[src/rtl/rdu_pkg.sv]
package rdu_pkg;

    // Action codes ordered by severity: a larger value wins arbitration.
    typedef enum logic [2:0] {
        ACT_NONE  = 3'd0,
        ACT_CONT  = 3'd1,
        ACT_FLUSH = 3'd2,
        ACT_MRST  = 3'd3,
        ACT_RBACK = 3'd4,
        ACT_OSINT = 3'd5
    } action_e;

    typedef enum logic [1:0] {
        REACH_PIPE = 2'd0,
        REACH_MOD  = 2'd1,
        REACH_WIDE = 2'd2,
        REACH_FAR  = 2'd3
    } reach_e;

    typedef enum logic {
        ST_IDLE = 1'b0,
        ST_WAIT = 1'b1
    } disp_state_e;

    // Map the timing tag and the reach of a report onto a recovery action.
    function automatic action_e classify(input logic pre, input logic [1:0] reach);
        action_e a;
        if (pre) begin
            a = (reach == REACH_MOD) ? ACT_MRST : ACT_CONT;
        end else begin
            case (reach)
                REACH_PIPE: a = ACT_FLUSH;
                REACH_MOD:  a = ACT_RBACK;
                default:    a = ACT_OSINT;
            endcase
        end
        return a;
    endfunction

    function automatic logic escalates(input action_e a);
        return (a == ACT_FLUSH) || (a == ACT_RBACK);
    endfunction

endpackage

[src/rtl/rdu_hub_slot.sv]
module rdu_hub_slot
    import rdu_pkg::*;
#(
    parameter int COND_W = 8
) (
    input  logic              clk,
    input  logic              rst,
    input  logic              in_vld,
    input  logic              in_pre,
    input  logic [1:0]        in_reach,
    input  logic [COND_W-1:0] in_cond,
    input  logic              take,
    output logic              full,
    output action_e           pend_act,
    output logic [COND_W-1:0] pend_cond
);

    // The slot may load when it is empty or when it is being dispatched this cycle.
    logic load;
    assign load = in_vld && (!full || take);

    always_ff @(posedge clk) begin
        if (rst) begin
            full      <= 1'b0;
            pend_act  <= ACT_NONE;
            pend_cond <= '0;
        end else if (load) begin
            full      <= 1'b1;
            pend_act  <= classify(in_pre, in_reach);
            pend_cond <= in_cond;
        end else if (take) begin
            full      <= 1'b0;
            pend_act  <= ACT_NONE;
        end
    end

endmodule

[src/rtl/rdu_arbiter.sv]
module rdu_arbiter
    import rdu_pkg::*;
#(
    parameter int NUM_HUBS = 4,
    parameter int COND_W   = 8,
    localparam int HUB_W   = (NUM_HUBS > 1) ? $clog2(NUM_HUBS) : 1
) (
    input  logic [NUM_HUBS-1:0]             full,
    input  logic [NUM_HUBS-1:0][2:0]        acts,
    input  logic [NUM_HUBS-1:0][COND_W-1:0] conds,
    output logic                            win_vld,
    output logic [HUB_W-1:0]                win_idx,
    output action_e                         win_act,
    output logic [COND_W-1:0]               win_cond
);

    // Strictly-greater replacement keeps the lowest index among equals.
    always_comb begin
        win_vld  = 1'b0;
        win_idx  = '0;
        win_act  = ACT_NONE;
        win_cond = '0;
        for (int i = 0; i < NUM_HUBS; i++) begin
            if (full[i] && (acts[i] > win_act)) begin
                win_vld  = 1'b1;
                win_idx  = HUB_W'(i);
                win_act  = action_e'(acts[i]);
                win_cond = conds[i];
            end
        end
    end

endmodule

[src/rtl/rdu_action_fsm.sv]
module rdu_action_fsm
    import rdu_pkg::*;
#(
    parameter int NUM_HUBS = 4,
    parameter int COND_W   = 8,
    parameter int TIMEOUT  = 1024,
    localparam int HUB_W   = (NUM_HUBS > 1) ? $clog2(NUM_HUBS) : 1,
    localparam int TW      = $clog2(TIMEOUT + 1)
) (
    input  logic              clk,
    input  logic              rst,
    input  logic              win_vld,
    input  action_e           win_act,
    input  logic [COND_W-1:0] win_cond,
    input  logic [HUB_W-1:0]  win_idx,
    input  logic              ack,
    output logic              grant,
    output action_e           pulse,
    output logic              busy,
    output logic [COND_W-1:0] cur_cond,
    output logic [HUB_W-1:0]  cur_hub
);

    localparam logic [TW-1:0] TLIM = TW'(TIMEOUT - 1);

    disp_state_e   st;
    action_e       cur_act;
    logic [TW-1:0] tcnt;

    assign grant = (st == ST_IDLE) && win_vld;
    assign busy  = (st == ST_WAIT);

    always_ff @(posedge clk) begin
        if (rst) begin
            st       <= ST_IDLE;
            cur_act  <= ACT_NONE;
            cur_cond <= '0;
            cur_hub  <= '0;
            tcnt     <= '0;
            pulse    <= ACT_NONE;
        end else begin
            pulse <= ACT_NONE;
            case (st)
                ST_IDLE: begin
                    if (win_vld) begin
                        st       <= ST_WAIT;
                        cur_act  <= win_act;
                        cur_cond <= win_cond;
                        cur_hub  <= win_idx;
                        pulse    <= win_act;
                        tcnt     <= '0;
                    end
                end
                ST_WAIT: begin
                    if (ack) begin
                        st      <= ST_IDLE;
                        cur_act <= ACT_NONE;
                    end else if (escalates(cur_act) && tcnt == TLIM) begin
                        cur_act <= ACT_OSINT;
                        pulse   <= ACT_OSINT;
                        tcnt    <= '0;
                    end else if (tcnt != TLIM) begin
                        tcnt <= tcnt + 1'b1;
                    end
                end
                default: st <= ST_IDLE;
            endcase
        end
    end

endmodule

[src/rtl/recovery_dispatch.sv]
module recovery_dispatch
    import rdu_pkg::*;
#(
    parameter int NUM_HUBS = 4,
    parameter int COND_W   = 8,
    parameter int TIMEOUT  = 1024,
    localparam int HUB_W   = (NUM_HUBS > 1) ? $clog2(NUM_HUBS) : 1
) (
    input  logic                         clk,
    input  logic                         rst,
    input  logic [NUM_HUBS-1:0]          hub_vld,
    input  logic [NUM_HUBS-1:0]          hub_pre,
    input  logic [2*NUM_HUBS-1:0]        hub_reach,
    input  logic [COND_W*NUM_HUBS-1:0]   hub_cond,
    input  logic                         act_ack,
    output logic                         flush_req,
    output logic                         modrst_req,
    output logic                         rollback_req,
    output logic                         osint_req,
    output logic                         cond_off_req,
    output logic [COND_W-1:0]            act_cond,
    output logic [HUB_W-1:0]             act_hub,
    output logic                         busy,
    output logic [NUM_HUBS-1:0]          hub_full
);

    logic [NUM_HUBS-1:0][2:0]        slot_act;
    logic [NUM_HUBS-1:0][COND_W-1:0] slot_cond;
    logic                            win_vld;
    logic [HUB_W-1:0]                win_idx;
    action_e                         win_act;
    logic [COND_W-1:0]               win_cond;
    logic                            grant;
    action_e                         pulse;

    for (genvar g = 0; g < NUM_HUBS; g++) begin : g_slot
        action_e s_act;
        rdu_hub_slot #(.COND_W(COND_W)) u_slot (
            .clk      (clk),
            .rst      (rst),
            .in_vld   (hub_vld[g]),
            .in_pre   (hub_pre[g]),
            .in_reach (hub_reach[2*g +: 2]),
            .in_cond  (hub_cond[COND_W*g +: COND_W]),
            .take     (grant && (win_idx == HUB_W'(g))),
            .full     (hub_full[g]),
            .pend_act (s_act),
            .pend_cond(slot_cond[g])
        );
        assign slot_act[g] = s_act;
    end

    rdu_arbiter #(.NUM_HUBS(NUM_HUBS), .COND_W(COND_W)) u_arb (
        .full    (hub_full),
        .acts    (slot_act),
        .conds   (slot_cond),
        .win_vld (win_vld),
        .win_idx (win_idx),
        .win_act (win_act),
        .win_cond(win_cond)
    );

    rdu_action_fsm #(.NUM_HUBS(NUM_HUBS), .COND_W(COND_W), .TIMEOUT(TIMEOUT)) u_fsm (
        .clk     (clk),
        .rst     (rst),
        .win_vld (win_vld),
        .win_act (win_act),
        .win_cond(win_cond),
        .win_idx (win_idx),
        .ack     (act_ack),
        .grant   (grant),
        .pulse   (pulse),
        .busy    (busy),
        .cur_cond(act_cond),
        .cur_hub (act_hub)
    );

    assign flush_req    = (pulse == ACT_FLUSH);
    assign modrst_req   = (pulse == ACT_MRST);
    assign rollback_req = (pulse == ACT_RBACK);
    assign osint_req    = (pulse == ACT_OSINT);
    assign cond_off_req = (pulse == ACT_CONT);

endmodule

[config.mk]
export PLATFORM = sky130hd
export DESIGN_NAME = recovery_dispatch
export DESIGN_NICKNAME = d
export VERILOG_FILES = /design/src/rtl/rdu_pkg.sv /design/src/rtl/rdu_hub_slot.sv /design/src/rtl/rdu_arbiter.sv /design/src/rtl/rdu_action_fsm.sv /design/src/rtl/recovery_dispatch.sv
export SDC_FILE = /design/constraint.sdc
export NUM_CORES = 1
export LEC_CHECK = 0
export BUFFER_PORTS_ARGS = -buffer_cell sky130_fd_sc_hd__buf_2
export CORE_ASPECT_RATIO = 0.75
export CORE_MARGIN = 4
export CORE_UTILIZATION = 30
export DETAILED_ROUTE_END_ITERATION = 16
export GPL_ROUTABILITY_DRIVEN = 0
export SLEW_MARGIN = 20
export SYNTH_ARGS = -nofsm -noshare
export SYNTH_HDL_FRONTEND = slang
export SYNTH_SLANG_ARGS = --single-unit
[constraint.sdc]
create_clock -name clk -period 4.9 [get_ports clk]
set_input_delay 0.49 -clock clk [delete_from_list [all_inputs] [get_ports clk]]
set_output_delay 0.49 -clock clk [all_outputs]
set_load 0.02 [all_outputs]
Yosys cells after proc, flatten, opt, wreduce, memory -nomap -nowiden
Cells that the tools add are included.

operators by class
  add/subtract/negate cells = 1
  $mul = 0
  div/mod/pow operators = 0
  $lt $le $gt $ge = 4
  equality and inequality tests = 20
  shift operators = 0
  multiplexer cells = 59
  bitwise operators = 1
  reduce and logical (&&, ||, !) cells = 35

operators by type and width
  cell                     count
  $mux W3                  22
  $mux W11                 4
  $pmux W3 S2              6
  $mux W8                  4
  $pmux W11 S2             1
  $mux W1                  15
  $logic_and A1 B1 Y1      14
  $mux W2                  6
  $add A11 B1 Y11 const B  1
  $eq A11 B10 Y1 const B   1
  $ne A11 B10 Y1 const B   1
  $eq A2 B1 Y1 const B     5
  $logic_not A2 Y1         5
  $eq A3 B2 Y1 const B     3
  $eq A3 B3 Y1 const B     3
  $gt A3 B3 Y1             3
  $reduce_bool A2 Y1       4
  $ne A3 B3 Y1 const B     2
  $logic_or A1 B1 Y1       5
  $eq A2 B2 Y1 const B     2
  $logic_not A1 Y1         4
  $reduce_and A2 Y1        2
  $eq A3 B1 Y1 const B     1
  $gt A3 B1 Y1 const B     1
  5 further kinds          5

storage, ports and cells
  register bits after elaboration = 76
  bits in latches = 0
  RAM bits = 0
  ROM bits = 0
  bits of input ports = 51
  word-level logic and storage cells = 138
  memories kept = 0

Logic depth before layout (Yosys ltp)
  depth in word-level cells = 17
  mapped depth = 25
  gate-level depth less buffers = 21

By module
From an unflattened synthesis, not the netlist that was laid out.

second synthesis, totals
  cell total of the unflattened synthesis = 491
  area total of the unflattened synthesis = 4,046.4 um^2

by module, submodules not included
  module             instances  cells each  area an instance (um^2)  seq. area each (um^2)
  rdu_hub_slot       4          57          491.7                    240.2
  rdu_action_fsm     1          146         1,283.7                  560.5
  rdu_arbiter        1          108         721.9                    0.0
  recovery_dispatch  1          9           73.8                     0.0

Least setup slack after synthesis
Ideal clock, no wire load.

  path type = register to register
  start = register g_slot[0].u_slot.full
  end = register u_fsm.cur_cond[2]
  setup time = 0.122 ns
  data arrival time = 4.987 ns
  required time = 4.778 ns
  slack = -0.209 ns
  stages on the path, launching flop included = 24
  clock period less this slack = 5.109 ns
  path through = dfxtp_1 -> inv_2 -> nor2_1 -> ha_1 -> a31oi_1 -> nand2_1 -> clkbuf_1 -> o21ai_0 -> ha_1 -> nor2_1 -> nor2_1 -> a211o_1 -> a21oi_2 -> buf_6 -> o21a_1 -> ha_1 -> a31oi_1 -> clkbuf_1 -> and2_1 -> nor3_2 -> a21oi_4 -> nand2_1 -> buf_2 -> o311a_1

between the ends
  word-level cells in the longest chain between the ends = 12

RTL lines
  element                             line                  RTL
  from (decl)                         rdu_hub_slot.sv:13    output logic full,
  from (signal assigned)              rdu_hub_slot.sv:24    full <= 1'b0;
  from (signal assigned)              rdu_hub_slot.sv:28    full <= 1'b1;
  from (signal assigned)              rdu_hub_slot.sv:32    full <= 1'b0;
  $logic_and A1 B1 Y1 (*)             rdu_arbiter.sv:24     if (full[i] && (acts[i] > win_act)) begin
  $mux W3                             rdu_arbiter.sv:24
  $gt A3 B3 Y1                        rdu_arbiter.sv:24
  $logic_and A1 B1 Y1                 rdu_arbiter.sv:24
  $mux W3                             rdu_arbiter.sv:24
  $gt A3 B3 Y1                        rdu_arbiter.sv:24
  $logic_and A1 B1 Y1                 rdu_arbiter.sv:24
  $mux W3                             rdu_arbiter.sv:24
  $gt A3 B3 Y1                        rdu_arbiter.sv:24
  $logic_and A1 B1 Y1                 rdu_arbiter.sv:24
  $mux W1                             rdu_arbiter.sv:24
  $reduce_and A2 Y1 (no source line)  --
  to (signal assigned)                rdu_action_fsm.sv:48  cur_cond <= win_cond;
  to (decl)                           rdu_action_fsm.sv:20  output logic [COND_W-1:0] cur_cond,

Every way passes the cells marked *; elsewhere a longest branch is shown, timed or not.
A chain may end at the register's enable or synchronous reset.

Worst setup path in the final report
  start = register g_slot[0].u_slot.full
  end = register g_slot[1].u_slot.pend_cond[0]

between the ends
  word-level cells in the longest chain between the ends = 15

RTL lines
  element                                                     line                                           RTL
  $logic_and A1 B1 Y1 (*)                                     rdu_arbiter.sv:24
  $mux W3                                                     rdu_arbiter.sv:24
  $gt A3 B3 Y1                                                rdu_arbiter.sv:24
  $logic_and A1 B1 Y1                                         rdu_arbiter.sv:24
  $mux W3                                                     rdu_arbiter.sv:24
  $gt A3 B3 Y1                                                rdu_arbiter.sv:24
  $logic_and A1 B1 Y1                                         rdu_arbiter.sv:24
  $mux W3                                                     rdu_arbiter.sv:24
  $gt A3 B3 Y1                                                rdu_arbiter.sv:24
  $logic_and A1 B1 Y1                                         rdu_arbiter.sv:24
  $mux W2 / $mux W1 (equally long branches)                   rdu_arbiter.sv:24
  $eq A2 B1 Y1 / $logic_and A1 B1 Y1 (equally long branches)  recovery_dispatch.sv:45, rdu_action_fsm.sv:30
  $logic_and A1 B1 Y1 (*)                                     recovery_dispatch.sv:45                        .take (grant && (win_idx == HUB_W'(g))),
  $logic_or A1 B1 Y1 (*)                                      rdu_hub_slot.sv:20                             assign load = in_vld && (!full || take);
  $logic_and A1 B1 Y1 (*)                                     rdu_hub_slot.sv:20
  to (signal assigned)                                        rdu_hub_slot.sv:30                             pend_cond <= in_cond;
  to (decl)                                                   rdu_hub_slot.sv:15                             output logic [COND_W-1:0] pend_cond

Marked as above.

==> impl_metrics.yaml <==
outcome:
  outcome: "complete, no violations"
synthesis:
  seq_area_frac_synth_pct: 34.9
  yosys.area.top_type: "dfxtp_1"
  syn_inst: 540
  yosysUniqueCellTypes: 58
  ys_warn_count: 0
  synth_top_cell_area_share_pct: 34.9
  synthArstFlopShare_pct: 0
  synth-edff-count: 0
  synth_nets: 599
  synth-seq-cells: 76
  synth_area_sq_mm: 0.00436
  postSynthAreaPerCell_sq_um: 8.07
  ys.flop_type: "dfxtp_1"
  synth.area.top_cells: "dfxtp_1 (35%), nand2_1 (5.6%), and3_1 (5.0%)"
clock_network:
  clock-root-buffer: "clkbuf_16"
  clock_latency_ns: 0.33
  clockBufferDepth: 2
  clk_pin_slew_ns: 0.06
  cts_tree: "built"
  clkSinkCount: 76
  cts_buffers: 9
  h-tree-depth: 3
global_route:
  globalRoute.busiestLayer: "met2"
  grt_overflow: 0
  grt_max_degree: 81
  grt_pass1_wl_mm: 21.5
  grt_pass1_vias: 4138
  gr-usage-all-layers_pct: 15.8
  use_met3_pct: 3.75
  met2_usage_pct: 24.2
  antenna_found_initial: 1
  met1_usage_pct: 22.2
drt:
  avgViaCountPerCell: 5.69
  drc: 0
  vias: 4562
  dr.pass1.iters: 5
  wl_per_cell_microns: 17.4
  wl_mm: 14.0
  drtAntennaViolNets: 0
  drt-initial-drc-count: 461
layout:
  final_area_sq_mm: 0.00532
  layout_commonest_cell: "dfxtp_1"
  finalNetCount: 661
  layout_common_cells: "dfxtp_1 (76), buf_2 (70), nand2_1 (63)"
  area_growth_pct: 22.0
  drive_gt1_share_pct: 21.5
critical_path:
  cp.arrival_ns: 4.92
  critical_path_buf_inv_count: 3
  cp_max_fo: 10
  crit_type: "flop to flop"
  end_kind: "flop"
  crit_family: "simple AND/OR/NAND/NOR gates"
  critPathSlowestCell: "or4_1"
  slowest_delay_ns: 0.53
  critical_path.most_common_cell: "nand2_1"
  crit_path_start_kind: "flop"
  worstPathCellList: "nand2_1 > ha_1 > nor2b_4 > o31a_1 > nand2_1 > nand2_1 > o21ai_2 > ha_1 > nor2_4 > nor2_1 > a211oi_2 > buf_4 > o211ai_1 > o21a_1 > ha_1 > a31oi_2 > buf_4 > a21oi_1 > buf_4 > nand2_1 > or4_1 > o311ai_1"
  required_ns: 5.12
power_and_ir_drop:
  powerDensity_mw_per_mm2: 394
  power_uw: 2090
  leakagePower_uw: 0.00224
  max-vdd-ir-drop_mv: 0.200
timing:
  fin_crit_sh_pct: 95.9
  period_needed_ns: 4.70
  timing.fmax_mhz: 213
  hold_viol: 0
  setup_viol: 0
  tightest_slew_ns: 1.28
  slew_violations: 0
  finClkSkew_ns: 0.00741
  slew_headroom_pct: 14.0
run:
  cap_violations: 0
die:
  ios: 71
  row_count: 37
  die_h_microns: 112
  die_w_microns: 147
  core_sq_mm: 0.0140
  start_util_pct: 31.2
  die_area_sq_mm: 0.0165
placed_design:
  portBuffers: 70
  postPlaceCellArea_sq_mm: 0.00487
  dp.final_hpwl_mm: 9.93
worst_hold_path:
  hold_path.class: "primary input to flop"
==> state kept, by name, summed over array words and instances (netlist names) <==
name,count
u_fsm.cur_cond,8
g_slot.u_slot.full,4
u_fsm.cur_hub,2
g_slot.u_slot.pend_act,12
u_fsm.busy,1
u_fsm.cur_act,3
u_fsm.tcnt,11
u_fsm.pulse,3
g_slot.u_slot.pend_cond,32
==> power by group <==
| part | total, uW | internal [uW] | switching [uW] | leakage, uW |
|---|---|---|---|---|
| clock | 706 | 457 | 249 | 0.000156 |
| sequential | 753 | 688 | 64.7 | 0.000623 |
| combinational | 634 | 240 | 395 | 0.00147 |
==> final cells by class <==
cell class / instances / area [sq um]
fillers: 1476 / 8670
multi-input cells: 406 / 2660
flip-flops and latches: 76 / 1520
repair buffers: 89 / 493
well taps: 195 / 244
clock buffers: 11 / 243
inverters: 20 / 75.1
clock inverters: 4 / 73.8
diodes: 1 / 2.50
==> kinds of logic after synthesis <==
group,synth area share [%]
DFF,34.9
AOI/OAI and AO/OA,30.3
adders and majority gates,2.30
xor gates and xnor gates,1.00
buffers and inverters,6.14
muxes,1.84
and+or+nand+nor,23.5
==> worst register-to-register path: cells and delay by family (launching register included) <==
kind | cells | cell delay (ns)
AO/OA/AOI/OAI | 8 | 1.23
flip-flops | 1 | 0.39
adder cells (fa/ha/maj) | 3 | 0.92
buffers and inverters | 3 | 0.56
AND/OR/NAND/NOR | 8 | 1.50
==> layer usage <==
| layer | up-vias | wire [microns] | part of all wire, % |
|---|---|---|---|
| li1 | 2189 | - | - |
| met1 | 2174 | 6510 | 47 |
| met2 | 174 | 6260 | 45 |
| met3 | 23 | 952 | 6.8 |
| met4 | 2 | 236 | 1.7 |
| met5 | - | 13 | 0.093 |
==> cell usage after synthesis, types with 3 or more instances <==
library cell,number
mux2i_1,8
a221oi_1,8
buf_6,3
nor2_1,42
inv_1,18
o311ai_1,16
o311a_1,8
o32ai_1,6
dfxtp_1,76
o21ai_0,16
ha_1,8
nand3_1,19
clkbuf_1,29
a211oi_1,4
a311oi_1,5
nor3_1,7
o31ai_1,4
o21a_1,4
nor3b_1,3
o2111ai_1,3
a21o_1,11
o21ai_2,3
a31oi_1,30
and3_1,35
o211ai_1,8
a21oi_1,36
or4_1,17
buf_4,6
nand2_1,65
xor2_1,4
or3_1,4
==> per-stage QoR <==
step                util (%)  std cells  hold WS [ns]  TNS [ns]  setup WS [ns]
floorplan                  -        540         0.407         0         0.0229
global placement        34.8        779         0.424         0          0.264
detailed placement      34.8        779         0.420         0         0.0908
CTS                     37.1        794         0.383         0         0.0644
global route            38.0        801         0.398    -0.241        -0.0418
finish                  38.0        802         0.387         0          0.200
==> path summary, 6_finish.rpt <==
kind | startpoint | to | slack, ns | depth (start not counted)
max | g_slot[0].u_slot.full | g_slot[1].u_slot.pend_cond[0] | 0.20 | 22
min | hub_cond[19] | g_slot[2].u_slot.pend_cond[3] | 0.39 | 3
max reg2reg | g_slot[0].u_slot.full | g_slot[1].u_slot.pend_cond[0] | 0.20 | 22
min reg2reg | u_fsm.tcnt[10] | u_fsm.tcnt[10] | 0.43 | 2
==> repair_timing <==
action | 4_1_cts | 5_1_grt
buffers inserted | 0 | 6
setup endpoints to repair | 0 | 66
hold buffers | 0 | 0
hold endpoints to repair | 0 | 0
gates resized for setup | 0 | 13
Power figures use the tool's default switching activity.
